`src/rtl/pp_seq_pkg.sv`:
```
package pp_seq_pkg;
  localparam int BYTE_W = 8;
  localparam int LEN_W  = 16;

  localparam logic [1:0] CMD_TRAIN_START = 2'b01;
  localparam logic [1:0] CMD_TRAIN_STOP  = 2'b10;

  localparam logic [BYTE_W-1:0] FRAME_SYNC  = 8'hA5;
  localparam logic [BYTE_W-1:0] TRAILER_OK  = 8'h5A;
  localparam logic [BYTE_W-1:0] TRAILER_TMO = 8'h5B;

  typedef enum logic [2:0] {
    ST_IDLE,
    ST_ACQ,
    ST_SLEEP,
    ST_PWRUP,
    ST_HDR,
    ST_COLLECT,
    ST_TAIL,
    ST_PWRDN
  } seq_st_e;

  typedef struct packed {
    logic              valid;
    logic              sof;
    logic              eof;
    logic [BYTE_W-1:0] data;
  } emit_t;
endpackage

```
`src/rtl/pp_cmd_decode.sv`:
```
module pp_cmd_decode
  import pp_seq_pkg::*;
(
  input  logic       clk,
  input  logic       rst_n,
  input  logic       cmd_valid,
  input  logic [1:0] cmd_code,
  output logic       start_p,
  output logic       stop_p
);
  logic start_d, stop_d;

  always_comb begin
    start_d = cmd_valid && (cmd_code == CMD_TRAIN_START);
    stop_d  = cmd_valid && (cmd_code == CMD_TRAIN_STOP);
  end

  always_ff @(posedge clk or negedge rst_n) begin
    if (!rst_n) begin
      start_p <= 1'b0;
      stop_p  <= 1'b0;
    end else begin
      start_p <= start_d;
      stop_p  <= stop_d;
    end
  end

  // one decoded command never yields both pulses
  p_cmd_excl_r2: assert property (@(posedge clk) disable iff (!rst_n)
    !(start_p && stop_p));
endmodule

```
`src/rtl/pp_seq_ctrl.sv`:
```
module pp_seq_ctrl
  import pp_seq_pkg::*;
#(
  parameter int NCHIP    = 4,
  parameter int SETTLE_W = 8,
  parameter int TMO_W    = 12,
  localparam int CNT_W   = $clog2(NCHIP + 1),
  localparam int CIDX_W  = (NCHIP > 1) ? $clog2(NCHIP) : 1
) (
  input  logic                clk,
  input  logic                rst_n,
  input  logic                start_p,
  input  logic                stop_p,
  input  logic [CNT_W-1:0]    cfg_nchips,
  input  logic [SETTLE_W-1:0] cfg_settle,
  input  logic [TMO_W-1:0]    cfg_timeout,
  input  logic                chip_dvalid,
  input  logic [BYTE_W-1:0]   chip_data,
  input  logic                chip_done,
  output logic                acq_active,
  output logic [NCHIP-1:0]    pwr_en,
  output logic [NCHIP-1:0]    ro_start,
  output logic                err_overlap,
  output emit_t               emit
);
  localparam int CW = (SETTLE_W > TMO_W) ? SETTLE_W : TMO_W;
  localparam logic [CNT_W-1:0] NCHIP_C = CNT_W'(NCHIP);

  seq_st_e             st_q, st_d;
  logic [CIDX_W-1:0]   chip_q, chip_d;
  logic [CNT_W-1:0]    last_q, last_d;
  logic [CW-1:0]       cnt_q, cnt_d;
  logic [LEN_W-1:0]    len_q, len_d;
  logic [7:0]          train_q, train_d;
  logic                tmo_q, tmo_d;
  logic [NCHIP-1:0]    pwr_q, pwr_d;
  logic [NCHIP-1:0]    ro_q, ro_d;
  logic                ovl_q, ovl_d;
  logic                tmo_hit;
  logic                busy;

  assign tmo_hit = (cnt_q >= CW'(cfg_timeout));
  assign busy    = (st_q != ST_IDLE) && (st_q != ST_ACQ);

  // next-state process
  always_comb begin
    st_d    = st_q;
    chip_d  = chip_q;
    last_d  = last_q;
    cnt_d   = cnt_q;
    len_d   = len_q;
    train_d = train_q;
    tmo_d   = tmo_q;
    ro_d    = '0;
    ovl_d   = start_p && busy;
    emit    = '0;
    case (st_q)
      ST_IDLE: begin
        if (start_p) begin
          st_d    = ST_ACQ;
          train_d = train_q + 8'd1;
        end
      end
      ST_ACQ: begin
        if (stop_p) begin
          st_d   = ST_SLEEP;
          last_d = (cfg_nchips > NCHIP_C) ? NCHIP_C : cfg_nchips;
        end
      end
      ST_SLEEP: begin
        chip_d = '0;
        cnt_d  = '0;
        st_d   = (last_q == '0) ? ST_IDLE : ST_PWRUP;
      end
      ST_PWRUP: begin
        if (cnt_q == CW'(cfg_settle)) begin
          st_d  = ST_HDR;
          cnt_d = '0;
        end else begin
          cnt_d = cnt_q + 1'b1;
        end
      end
      ST_HDR: begin
        emit.valid = 1'b1;
        case (cnt_q[1:0])
          2'd0:    begin emit.data = FRAME_SYNC; emit.sof = 1'b1; end
          2'd1:    emit.data = train_q;
          default: emit.data = BYTE_W'(chip_q);
        endcase
        if (cnt_q[1:0] == 2'd2) begin
          st_d         = ST_COLLECT;
          cnt_d        = '0;
          len_d        = '0;
          tmo_d        = 1'b0;
          ro_d[chip_q] = 1'b1;
        end else begin
          cnt_d = cnt_q + 1'b1;
        end
      end
      ST_COLLECT: begin
        if (chip_dvalid) begin
          emit.valid = 1'b1;
          emit.data  = chip_data;
          len_d      = len_q + 1'b1;
        end
        if (chip_done) begin
          st_d  = ST_TAIL;
          cnt_d = '0;
        end else if (chip_dvalid) begin
          cnt_d = '0;
        end else if (tmo_hit) begin
          st_d  = ST_TAIL;
          cnt_d = '0;
          tmo_d = 1'b1;
        end else begin
          cnt_d = cnt_q + 1'b1;
        end
      end
      ST_TAIL: begin
        emit.valid = 1'b1;
        case (cnt_q[1:0])
          2'd0:    emit.data = len_q[15:8];
          2'd1:    emit.data = len_q[7:0];
          default: begin
            emit.data = tmo_q ? TRAILER_TMO : TRAILER_OK;
            emit.eof  = 1'b1;
          end
        endcase
        if (cnt_q[1:0] == 2'd2) begin
          st_d  = ST_PWRDN;
          cnt_d = '0;
        end else begin
          cnt_d = cnt_q + 1'b1;
        end
      end
      ST_PWRDN: begin
        if (CNT_W'(chip_q) + 1'b1 == last_q) begin
          st_d = ST_IDLE;
        end else begin
          chip_d = chip_q + 1'b1;
          cnt_d  = '0;
          st_d   = ST_PWRUP;
        end
      end
      default: st_d = ST_IDLE;
    endcase

    pwr_d = '0;
    case (st_d)
      ST_ACQ:                               pwr_d = '1;
      ST_PWRUP, ST_HDR, ST_COLLECT, ST_TAIL: pwr_d[chip_d] = 1'b1;
      default:                              pwr_d = '0;
    endcase
  end

  // register process
  always_ff @(posedge clk or negedge rst_n) begin
    if (!rst_n) begin
      st_q    <= ST_IDLE;
      chip_q  <= '0;
      last_q  <= '0;
      cnt_q   <= '0;
      len_q   <= '0;
      train_q <= '0;
      tmo_q   <= 1'b0;
      pwr_q   <= '0;
      ro_q    <= '0;
      ovl_q   <= 1'b0;
    end else begin
      st_q  <= st_d;
      cnt_q <= cnt_d;
      pwr_q <= pwr_d;
      ro_q  <= ro_d;
      ovl_q <= ovl_d;
      if (st_q == ST_ACQ)                        last_q  <= last_d;
      if (st_q == ST_IDLE)                       train_q <= train_d;
      if (st_q == ST_SLEEP || st_q == ST_PWRDN)  chip_q  <= chip_d;
      if (st_q == ST_HDR || st_q == ST_COLLECT)  len_q   <= len_d;
      if (st_q == ST_HDR || st_q == ST_COLLECT)  tmo_q   <= tmo_d;
    end
  end

  assign acq_active  = (st_q == ST_ACQ);
  assign pwr_en      = pwr_q;
  assign ro_start    = ro_q;
  assign err_overlap = ovl_q;

  // the open window powers every chip
  p_acq_allpwr_r1: assert property (@(posedge clk) disable iff (!rst_n)
    acq_active |-> (&pwr_en));
  // a single supply at a time outside the window
  p_single_pwr_r3: assert property (@(posedge clk) disable iff (!rst_n)
    !acq_active |-> ($countones(pwr_en) <= 1));
  // at most one readout start per cycle
  p_ro_onehot_r3: assert property (@(posedge clk) disable iff (!rst_n)
    $onehot0(ro_start));
  // readout only starts on a powered chip
  p_ro_pwr_r4: assert property (@(posedge clk) disable iff (!rst_n)
    (|ro_start) |-> ((ro_start & ~pwr_en) == '0));
  // an expired inactivity window closes the frame flagged as error
  p_tmo_r7: assert property (@(posedge clk) disable iff (!rst_n)
    (st_q == ST_COLLECT && !chip_dvalid && !chip_done && tmo_hit)
      |=> (st_q == ST_TAIL && tmo_q));
  // an overlap error never coincides with an open window
  p_ovl_noacq_r8: assert property (@(posedge clk) disable iff (!rst_n)
    err_overlap |-> !acq_active);
endmodule

```
`src/rtl/pp_framer.sv`:
```
module pp_framer
  import pp_seq_pkg::*;
(
  input  logic              clk,
  input  logic              rst_n,
  input  emit_t             emit,
  output logic              out_valid,
  output logic [BYTE_W-1:0] out_data,
  output logic              out_sof,
  output logic              out_eof
);
  emit_t q;

  always_ff @(posedge clk or negedge rst_n) begin
    if (!rst_n) begin
      q <= '0;
    end else begin
      q.valid <= emit.valid;
      if (emit.valid) begin
        q.sof  <= emit.sof;
        q.eof  <= emit.eof;
        q.data <= emit.data;
      end
    end
  end

  assign out_valid = q.valid;
  assign out_data  = q.data;
  assign out_sof   = q.valid && q.sof;
  assign out_eof   = q.valid && q.eof;

  // frame starts carry the sync byte
  p_sof_sync_r5: assert property (@(posedge clk) disable iff (!rst_n)
    out_sof |-> (out_data == FRAME_SYNC));
  // frame ends carry a trailer code
  p_eof_trailer_r5: assert property (@(posedge clk) disable iff (!rst_n)
    out_eof |-> (out_data == TRAILER_OK || out_data == TRAILER_TMO));
endmodule

```
`src/rtl/pp_readout_seq.sv`:
```
module pp_readout_seq
  import pp_seq_pkg::*;
#(
  parameter int NCHIP    = 4,
  parameter int SETTLE_W = 8,
  parameter int TMO_W    = 12,
  localparam int CNT_W   = $clog2(NCHIP + 1)
) (
  input  logic                clk,
  input  logic                rst_n,
  input  logic                cmd_valid,
  input  logic [1:0]          cmd_code,
  input  logic [CNT_W-1:0]    cfg_nchips,
  input  logic [SETTLE_W-1:0] cfg_settle,
  input  logic [TMO_W-1:0]    cfg_timeout,
  input  logic                chip_dvalid,
  input  logic [7:0]          chip_data,
  input  logic                chip_done,
  output logic                acq_active,
  output logic [NCHIP-1:0]    chip_pwr_en,
  output logic [NCHIP-1:0]    chip_ro_start,
  output logic                out_valid,
  output logic [7:0]          out_data,
  output logic                out_sof,
  output logic                out_eof,
  output logic                err_overlap
);
  logic [1:0] rst_sync;
  logic       rst_n_i;
  logic       start_p, stop_p;
  emit_t      emit;

  always_ff @(posedge clk or negedge rst_n) begin
    if (!rst_n) rst_sync <= 2'b00;
    else        rst_sync <= {rst_sync[0], 1'b1};
  end
  assign rst_n_i = rst_sync[1];

  pp_cmd_decode u_dec (
    .clk(clk), .rst_n(rst_n_i),
    .cmd_valid(cmd_valid), .cmd_code(cmd_code),
    .start_p(start_p), .stop_p(stop_p)
  );

  pp_seq_ctrl #(.NCHIP(NCHIP), .SETTLE_W(SETTLE_W), .TMO_W(TMO_W)) u_ctrl (
    .clk(clk), .rst_n(rst_n_i),
    .start_p(start_p), .stop_p(stop_p),
    .cfg_nchips(cfg_nchips), .cfg_settle(cfg_settle), .cfg_timeout(cfg_timeout),
    .chip_dvalid(chip_dvalid), .chip_data(chip_data), .chip_done(chip_done),
    .acq_active(acq_active), .pwr_en(chip_pwr_en), .ro_start(chip_ro_start),
    .err_overlap(err_overlap), .emit(emit)
  );

  pp_framer u_frm (
    .clk(clk), .rst_n(rst_n_i), .emit(emit),
    .out_valid(out_valid), .out_data(out_data),
    .out_sof(out_sof), .out_eof(out_eof)
  );
endmodule

```
`config.mk`:
```
export PLATFORM = sky130hd
export DESIGN_NAME = pp_readout_seq
export DESIGN_NICKNAME = d
export VERILOG_FILES = /design/src/rtl/pp_seq_pkg.sv /design/src/rtl/pp_cmd_decode.sv /design/src/rtl/pp_seq_ctrl.sv /design/src/rtl/pp_framer.sv /design/src/rtl/pp_readout_seq.sv
export SDC_FILE = /design/constraint.sdc
export NUM_CORES = 1
export LEC_CHECK = 0
export BUFFER_PORTS_ARGS = -buffer_cell sky130_fd_sc_hd__buf_4
export CORE_ASPECT_RATIO = 1.4
export CORE_MARGIN = 1.5
export CORE_UTILIZATION = 30
export CTS_BUF_LIST = sky130_fd_sc_hd__clkbuf_16
export CTS_CLUSTER_SIZE = 16
export DETAILED_ROUTE_END_ITERATION = 8
export PLACE_DENSITY = 0.47
export SLEW_MARGIN = 40
export SYNTH_ARGS = -nofsm -noshare
export SYNTH_HDL_FRONTEND = slang
export SYNTH_SLANG_ARGS = --single-unit
```
`constraint.sdc`:
```
create_clock -name clk -period 6.4 [get_ports clk]
set_clock_uncertainty 0.05 [all_clocks]
set_input_delay 0.32 -clock clk [delete_from_list [all_inputs] [get_ports clk]]
set_output_delay 0.32 -clock clk [all_outputs]
set_load 0.05 [all_outputs]
```
==> impl.org, run 1 <==
** Finish
- Total number of nets in the final design :: 547
- Flip-flop and latch area :: approximately 0.0017 sq mm
- Total of fill cells in the finished design :: 1,364
- With fillers left out, the area of the finished cells amounts to 0.00490 sq mm.
- Area taken by multi-input logic gates :: 0.00211 sq mm
- After the flow finishes, the layout carries non-filler instances totaling 671.
- Compared with the post-synthesis result, the final layout area differs by 20.6%.
- N_diodes :: 0
- Fraction of final layout cells sized beyond drive strength 1 :: 0.182
- Core Util, Final :: 0.368

** Synthesis
- Synthesized-area fraction occupied by ao, oa, aoi and oai cells :: 0.162
- Counting every net in the synthesized netlist gives between 500 and 600.
- sky130_fd_sc_hd__dfrtp_1 takes more of the synthesized area than any other cell.
- Xor/xnor cell area share of the yosys netlist :: 0.0582
- Share of the synthesized area in the top cell type :: 0.425
- For this run, the register share of the synthesized area comes to 0.425.
- Most used flip-flop cell after synthesis :: sky130_fd_sc_hd__dfrtp_1
- Basic-gate share of the synthesized area counting and, or, nand and nor cells :: 0.195
- Synth Register Bits :: between 60 and 70
- By area the synthesized netlist is led by sky130_fd_sc_hd__dfrtp_1 43%, sky130_fd_sc_hd__ha_1 7.4%, sky130_fd_sc_hd__nand2_1 4.4%, sky130_fd_sc_hd__xnor2_1 3.2%, sky130_fd_sc_hd__nor2_1 3.0%.
- Async S/R FF share, synth :: 1.00
- Count leader, synth :: sky130_fd_sc_hd__dfrtp_1
- Yosys warning count :: 0
- Dominant combinational cell family by area after synthesis :: simple AND/OR/NAND/NOR gates
- Synth cell types :: 58
- The average instance in the mapped netlist occupies 9.25 sq um.
- Of the total synthesized cell area, the portion taken by full adders, half adders and majority gates is 0.0739.
- Counting instances in the post-synthesis netlist gives the leading cell types as 69 x sky130_fd_sc_hd__dfrtp_1, 48 x sky130_fd_sc_hd__nand2_1, 32 x sky130_fd_sc_hd__nor2_1.
- Counting every instance in the synthesized netlist gives 439.
- The synthesized design contains 0 enable-type register cells.
- Cell Area, Synth :: 0.00406 sq mm
- Multiplexer area fraction after synthesis :: 0.0277

** Power and ir drop
- The worst-case IR drop observed on VDD is ~0.11 mV.
- Power per unit of standard cell area :: 357 mW/mm^2
- Lkg Pwr :: 2.25 nW
- Overall power consumption after layout is estimated at 1.75 mW.

** Worst hold path
- The min-delay analysis places its worst path in the category in2reg.
- The worst hold path begins at cmd_code[1].
- Along the worst hold path, the cell count comes to 2.
- For hold timing, the worst endpoint is u_dec.start_p$_DFF_PN0_.

** Worst setup path
- Top cell family by delay on the critical path :: compound AO/OA/AOI/OAI gates
- Data on the critical path is required at its endpoint by 6.54 ns.
- The setup check on the worst reg-to-reg path leaves a slack of 3.89 ns.
- Crit path cell chain :: inv_1 -> ha_1 -> nor2b_1 -> o21ai_0 -> a41oi_1 -> o211a_1 -> nor2_1 -> o211ai_1
- The worst register-to-register path ends at u_ctrl.cnt_q[6]$_DFFE_PN0P_.
- For this design, the slowest cell found on the critical path is sky130_fd_sc_hd__dfrtp_1.
- Number of buffers and inverters on the critical path :: 1
- The worst setup path is captured at a flip-flop.
- Beginning of the worst register-to-register path :: u_ctrl.cnt_q[0]$_DFFE_PN0P_
- Maximum fanout along the worst path :: 12
- Path type of the worst setup path :: reg2reg
- Measured in cells, the most critical reg-to-reg path has a length of 8.
- Worst stage delay on the critical path :: 0.49 ns
- STA classifies the critical path startpoint as a flip-flop.
- At the worst endpoint, the arrival time is 2.66 ns.

** Global routing
- After global routing the overflow that remains totals 0.
- Maximum number of pins on one net before global-route repair :: 68
- First-pass GRT wire length :: between 15,000 and 20,000 microns
- The via count of the first global-routing pass is ~3,400.
- In the global route stage, overall resource usage came out at 0.154.
- The initial antenna violation count came to 0.

** Floorplan
- Total I/O pin count :: 59
- Site row count :: 50
- In this run the horizontal extent of the chip is 101 microns.
- The core region is between 0.01 and 0.015 sq mm.
- The die is 141 microns tall.
- Die ar. :: 0.0143 sq mm
- For this configuration, the core starts out at a cell density of 0.305.

** CTS
- In this run the deepest clock path goes through 2 buffers.
- Buffers inserted to repair hold after CTS numbered 1.
- Post-cts repair resize count :: 0
- CTS placed an instance of sky130_fd_sc_hd__clkbuf_16 at the clock tree root.
- Clk_lat worst skew :: 0.33 ns
- Clock-pin slew was measured on the worst setup and hold paths at 0.06 ns.
- TritonCTS built the clock tree.
- TritonCTS created 9 clock buffers.
- The clock drives between 60 and 70 sinks.
- Post CTS Setup Buffer Count :: 0
- Number of H-tree branching levels :: 3

** Routing
- Post-detailed-route DRC marker count :: 0
- Summing over every cut layer, the via total after detailed routing is around 3,300.
- Average via count per standard cell :: ~5.0
- The first detailed-routing pass took 4 iterations.
- After detailed routing, the average wire length per cell comes to 15.6 microns.
- For this block, the initial DRC count from the detailed router was 182.
- Total Routed Length :: 10,500 microns
- Once detail routing completed, the nets flagged for antenna violations numbered 0.

** STA
- Final hold analysis gives a worst-case slack of 0.0990 ns.
- Setup violations remaining at the end of the flow were counted as 0.
- Final critical-path setup slack :: 3.89 ns
- Headroom to the max-slew limit came out at 0.538.
- The hold violation total from the final report was 0.
- Setup repair after global routing left no endpoint under its margin.
- Max Clock Freq :: 398 MHz
- TNS Setup :: 0 ns
- Worst Tran Pin Value :: ~0.69 ns
- Counting I/O delays and the setup requirement, the final critical path takes between 2 and 3 ns.
- The number of max-slew violations in the final report came to 0.
- In the finished design, the share of the clock period the worst path needs comes to 0.393.

** Flow run
- The tool flagged a number of max-cap violations equal to 0.

** Place
- Routability-driven placement congestion ratio :: 0.810
- Input and output buffers added on the ports amount to between 50 and 60.
- Timing analysis after detailed placement gives a worst setup slack of 3.71 ns.
- Area after DPL :: roughly 0.0046 sq mm
- The wire-length estimate of the detail-placed layout is 7990 microns.
- Instance count after placement with tap cells included :: 655

** Status
- Outcome :: completed
==> layout by cell type, fill, tap and decap left out, types with 12 or more instances in the layout <==
cell type and count:
sky130_fd_sc_hd__nor2_1 30, sky130_fd_sc_hd__o21ai_0 23, sky130_fd_sc_hd__nand2_1 48, sky130_fd_sc_hd__xor2_1 12, sky130_fd_sc_hd__nand3_1 14, sky130_fd_sc_hd__inv_1 26, sky130_fd_sc_hd__buf_4 58, sky130_fd_sc_hd__dfrtp_1 67
sky130_fd_sc_hd__nor3_1 12, sky130_fd_sc_hd__xnor2_1 15, sky130_fd_sc_hd__ha_1 24, sky130_fd_sc_hd__a21oi_1 23
==> worst max-delay path by stage <==
stage                                            from                            to  cells after the start
final                     u_ctrl.cnt_q[0]$_DFFE_PN0P_   u_ctrl.cnt_q[6]$_DFFE_PN0P_                      8
after global routing      u_ctrl.cnt_q[0]$_DFFE_PN0P_   u_ctrl.cnt_q[7]$_DFFE_PN0P_                      8
after CTS                    u_ctrl.st_q[2]$_DFF_PN0_   u_ctrl.len_q[0]$_DFFE_PN0P_                      5
after detailed placement     u_ctrl.st_q[2]$_DFF_PN0_   u_ctrl.len_q[0]$_DFFE_PN0P_                      5
after global placement       u_ctrl.st_q[2]$_DFF_PN0_   u_ctrl.len_q[0]$_DFFE_PN0P_                      5
after floorplan              u_ctrl.st_q[1]$_DFF_PN0_  u_ctrl.last_q[2]$_DFFE_PN0P_                      5
==> cell families after synthesis <==
family                     count (synthesis)
and+or+nand+nor                          157
AOI/OAI and AO/OA                        100
DFF                                       69
buffers and inverters                     51
xor gates and xnor gates                  27
adders and majority gates                 24
muxes                                     10
other                                      1
==> final cells by class <==
cell class | count | share of cell area
clock inverters | 6 | 0.0112
inverters | 26 | 0.0199
flip-flops and latches | 69 | 0.353
multi-input cells | 319 | 0.430
repair buffers | 60 | 0.0932
well taps | 182 | 0.0465
clock buffers | 9 | 0.0460
==> sequential cells by signal, summed over array words and instances, names as in the netlist <==
signal and flops:
u_ctrl.train_q 8, u_dec.start_p 1, u_ctrl.len_q 16, u_frm.out_valid 1, u_ctrl.last_q 3, u_ctrl.chip_q 2
u_ctrl.tmo_q 1, u_frm.q 2, u_ctrl.ro_start 4, u_frm.out_data 8, u_ctrl.st_q 3, u_ctrl.cnt_q 12
u_dec.stop_p 1, rst_sync 2, u_ctrl.pwr_en 4, u_ctrl.err_overlap 1
==> where the power goes <==
| part | switching (mW) | internal (mW) | total (mW) |
|---|---|---|---|
| Clock | 0.182 | 0.295 | 0.477 |
| Sequential | 0.104 | 0.516 | 0.620 |
| Combinational | 0.410 | 0.242 | 0.652 |
==> metal layers <==
layer,part of all wire,vias to the layer above,track usage
li1,-,1641,-
met5,0,-,0
met4,0.018,0,0.0556
met3,0.036,16,0.0293
met1,0.38,1607,0.165
met2,0.56,74,0.293
(Power assumes the default switching activity.)
==> run 2: changes to the inputs <==
Clock period 6.4 ns to 2.5 ns, I/O delays scaled along.
==> run 2 against run 1 <==
  * Sequential power rose to 2.5 times the previous value
  * Wire length rose by 3.4%
  * Design area increased by 6.2%
  * Power increased to 2.7 times the previous value
  * Non-clock buffer count is 30 higher
  * Die area stayed put
  * Register-to-register slack got worse by 3.7 ns
  * Critical path depth did not move
  * Combinational power rose to 2.8 times the previous value
  * Critical endpoint unchanged
==> impl.org, run 2 (synthesis results as in run 1) <==
** Floorplan
- Die extent in y :: 141 microns (unchanged)
- The core box area came to 0.0133 sq mm (unchanged).
- The count of pins on the block boundary is 59 (unchanged).
- The count of standard-cell rows is 50 (unchanged).
- The die area was 0.0143 sq mm (unchanged).
- Width of the die :: 101 microns (unchanged)
- Initial core utilization :: 0.305 (unchanged)

** Global routing
- Antenna violations before repair :: 0 (unchanged)
- Global routing usage summed across all routing layers :: 0.160 (was 0.154)
- The global-route wire length before repair was 17,700 microns (was 16,700 microns).
- The largest net degree at the start of global routing came to 40 (was 68).
- Via count of the first global-routing pass :: 3,549 (was 3,366)
- The total congestion overflow after global routing was 0 (unchanged).

** CTS
- Buffer cell driving the clock tree root :: sky130_fd_sc_hd__clkbuf_16 (unchanged)
- The number of buffers created by CTS is 9 (unchanged).
- The later-pin clock latency in the skew report is 0.34 ns (was 0.33 ns).
- The register clock-pin slew on the reported worst setup and hold paths is 0.06 ns (about the same).
- Number of H-tree branching levels :: 3 (unchanged)
- The maximum clock path buffer count came to 2 (unchanged).
- Post CTS Setup Buffer Count :: 0 (unchanged)
- The total clock sinks was 69 (unchanged).
- The CTS tree was built (unchanged).

** STA
- Worst Tran Pin Value :: 0.673 ns (was 0.693 ns)
- Final critical-path setup slack :: 0.192 ns (was 3.89 ns)
- TNS Setup :: 0 ns (unchanged)
- The max-slew headroom at the worst pin came to 0.551 (was 0.538).
- The clock period minus final worst setup slack is 2.31 ns (was 2.51 ns).
- The peak clock frequency supported by timing is 433 MHz (was 398 MHz).
- Final clock period utilization by the worst path :: 0.923 (was 0.393)
- The hold violation total from the final report was 0 (unchanged).
- RSZ-0062 raised after global routing: false (unchanged).
- The number of max-slew violations in the final report was 0 (unchanged).
- The count of final setup violators came to 0 (unchanged).

** Routing
- Vias :: 3,507 (was 3,338)
- The routed via count divided by cell count is 5.00 (was 4.97).
- The iteration count of the initial detailed-routing pass is 4 (unchanged).
- Residual antenna-violating net count after detailed routing :: 0 (unchanged)
- DRC violation total after the first TritonRoute iteration :: 113 (was 182)
- Post-detailed-route DRC marker count :: 0 (unchanged)
- The sum of routed wire length over all layers came to 10,800 microns (was 10,500 microns).
- Post-detailed-route wirelength per cell :: 15.4 microns (was 15.6 microns)

** Finish
- The synthesis-to-finish area growth was 28.1% (was 20.6%).
- The largest register by flop count was u_ctrl.len_q (unchanged).
- The post-layout net count is 577 (was 547).
- Most common cell after layout, fill and taps aside :: sky130_fd_sc_hd__buf_4 (was sky130_fd_sc_hd__dfrtp_1)
- Leading registers by flop count: u_ctrl.len_q: 16 flops, u_ctrl.cnt_q: 12 flops (unchanged).
- Total of fill cells in the finished design :: 1,328 (was 1,364)
- Fraction of final layout cells sized beyond drive strength 1 :: 0.217 (was 0.182)
- The non-filler instance count after layout was 702 (was 671).
- Flip-flop count of the largest register, all copies and words added :: 16 (unchanged)
- Design area :: 0.00520 sq mm (was 0.00490 sq mm)
- N_diodes :: 0 (unchanged)
- Leading cell types in the layout, fill and taps excluded: 79 x sky130_fd_sc_hd__buf_4, 67 x sky130_fd_sc_hd__dfrtp_1, 48 x sky130_fd_sc_hd__nand2_1 (was 67 x sky130_fd_sc_hd__dfrtp_1, 58 x sky130_fd_sc_hd__buf_4, 48 x sky130_fd_sc_hd__nand2_1).

** Power and ir drop
- The maximum VDD drop is 0.405 mV (was 0.114 mV).
- Power per unit of standard cell area :: 919 mW/mm^2 (was 357 mW/mm^2)
- The cell leakage power is 2.43 nW (was 2.25 nW).

** Worst setup path
- Slowest stage cell, crit path :: sky130_fd_sc_hd__dfrtp_1 (unchanged)
- The cell that appears most often on the critical path is sky130_fd_sc_hd__buf_4.
- The largest incremental delay on the critical path is 0.41 ns (was 0.49 ns).
- Crit path cell chain :: nor4_1 -> buf_4 -> nand4_1 -> o31a_1 -> o21bai_1 -> buf_4 -> o221ai_1 -> o211ai_1 (was inv_1 -> ha_1 -> nor2b_1 -> o21ai_0 -> a41oi_1 -> o211a_1 -> nor2_1 -> o211ai_1)
- The required time of the critical path was 2.66 ns (was 6.54 ns).
- The maximum net fanout on the critical path is 6 (was 12).
- The type of element capturing the critical path was a flip-flop (unchanged).
- Startpoint types :: flip-flop (unchanged)
- Path type of the worst setup path :: reg2reg (unchanged)
- The number of cells on the worst reg-to-reg path came to 8 (unchanged).
- The arrival time of the worst setup path was 2.47 ns (was 2.66 ns).

** Place
- Instance count after placement with tap cells included :: 676 (was 655)
- The number of input and output port buffers inserted came to 58 (unchanged).
- The placed wire-length estimate is 8300 microns (was 7990 microns).
- Routability-driven placement congestion ratio :: 0.872 (was 0.810)
- Pre-CTS setup slack :: 0.00549 ns (was 3.71 ns)
- Area after DPL :: 0.00477 sq mm (was 0.00460 sq mm)

** Worst hold path
- The number of cells on the worst hold path came to 3 (was 2).
- The path type of the worst min-delay path is in2reg (unchanged).

** Flow run
- The count of max-cap constraint violations is 0 (unchanged).

** Status
- Outcome :: completed (unchanged)
-- run 2: cell count changes in the layout (fill, tap and decap cells not counted), moves of 2 or more --
cell,before,now
sky130_fd_sc_hd__clkinv_1,2,0
sky130_fd_sc_hd__nor2_1,30,32
sky130_fd_sc_hd__inv_6,0,2
sky130_fd_sc_hd__nor2_2,2,0
sky130_fd_sc_hd__dlygate4sd3_1,1,10
sky130_fd_sc_hd__buf_4,58,79
-- run 2: layout make-up --
| cell class | count | area (sq um) | area share |
|---|---|---|---|
| clock inverter | 7 | 96.3 | 0.0185 |
| inverter | 26 | 97.6 | 0.0188 |
| sequential | 69 | 1730 | 0.332 |
| tap | 182 | 228 | 0.0438 |
| multi-input combinational | 319 | 2110 | 0.406 |
| clock buffer | 9 | 225 | 0.0433 |
| timing repair buffer | 90 | 713 | 0.137 |
-- run 2: worst max-delay path, delay by kind of cell (launching register included) --
kind            cells  cell delay (ns)
buf+inv             2             0.38
simple gates        2             0.54
compound gates      4             0.81
flops               1             0.41
-- run 2: final timing paths --
path | startpoint | end | slack [ns]
max | u_ctrl.cnt_q[9]$_DFFE_PN0P_ | u_ctrl.cnt_q[6]$_DFFE_PN0P_ | 0.19
min reg2reg | rst_sync[1]$_DFF_PN0_ | u_frm.out_data[0]$_DFFE_PN0P_ | 0.26
min | chip_data[7] | u_frm.out_data[7]$_DFFE_PN0P_ | 0.004
min in group asynchronous | rst_n | rst_sync[1]$_DFF_PN0_ | 0.05
max in group asynchronous | rst_sync[1]$_DFF_PN0_ | u_ctrl.chip_q[0]$_DFFE_PN0N_ | 1.46
max reg2reg | u_ctrl.cnt_q[9]$_DFFE_PN0P_ | u_ctrl.cnt_q[6]$_DFFE_PN0P_ | 0.19
-- run 2: routing by layer --
| metal | track usage | part of all wire |
|---|---|---|
| met1 | 0.170 | 0.39 |
| met2 | 0.306 | 0.56 |
| met3 | 0.0297 | 0.030 |
| met4 | 0.0592 | 0.020 |
| met5 | 0 | 0 |
-- run 2: where the power goes --
group | internal [mW] | switching (mW)
Combinational | 0.707 | 1.14
Clock | 0.878 | 0.505
Sequential | 1.32 | 0.229
Total | 2.91 | 1.88
-- run 2: per-stage QoR --
stage	hold WS, ns	power [mW]	utilization
2_1_floorplan	-0.221	2.85	-
3_3_place_gp	-0.141	3.38	0.358
3_5_place_dp	-0.141	3.41	0.358
4_1_cts	0.00132	4.82	0.390
5_1_grt	0.00225	5.07	0.391
6_report	0.00415	4.78	0.391
-- run 2: what timing repair did --
item / 4_1_cts / 5_1_grt
hold buffers: 10 / 0
gates resized for setup: 0 / 3
endpoints found under the hold margin: 10 / 0
setup endpoints to repair: 0 / 4
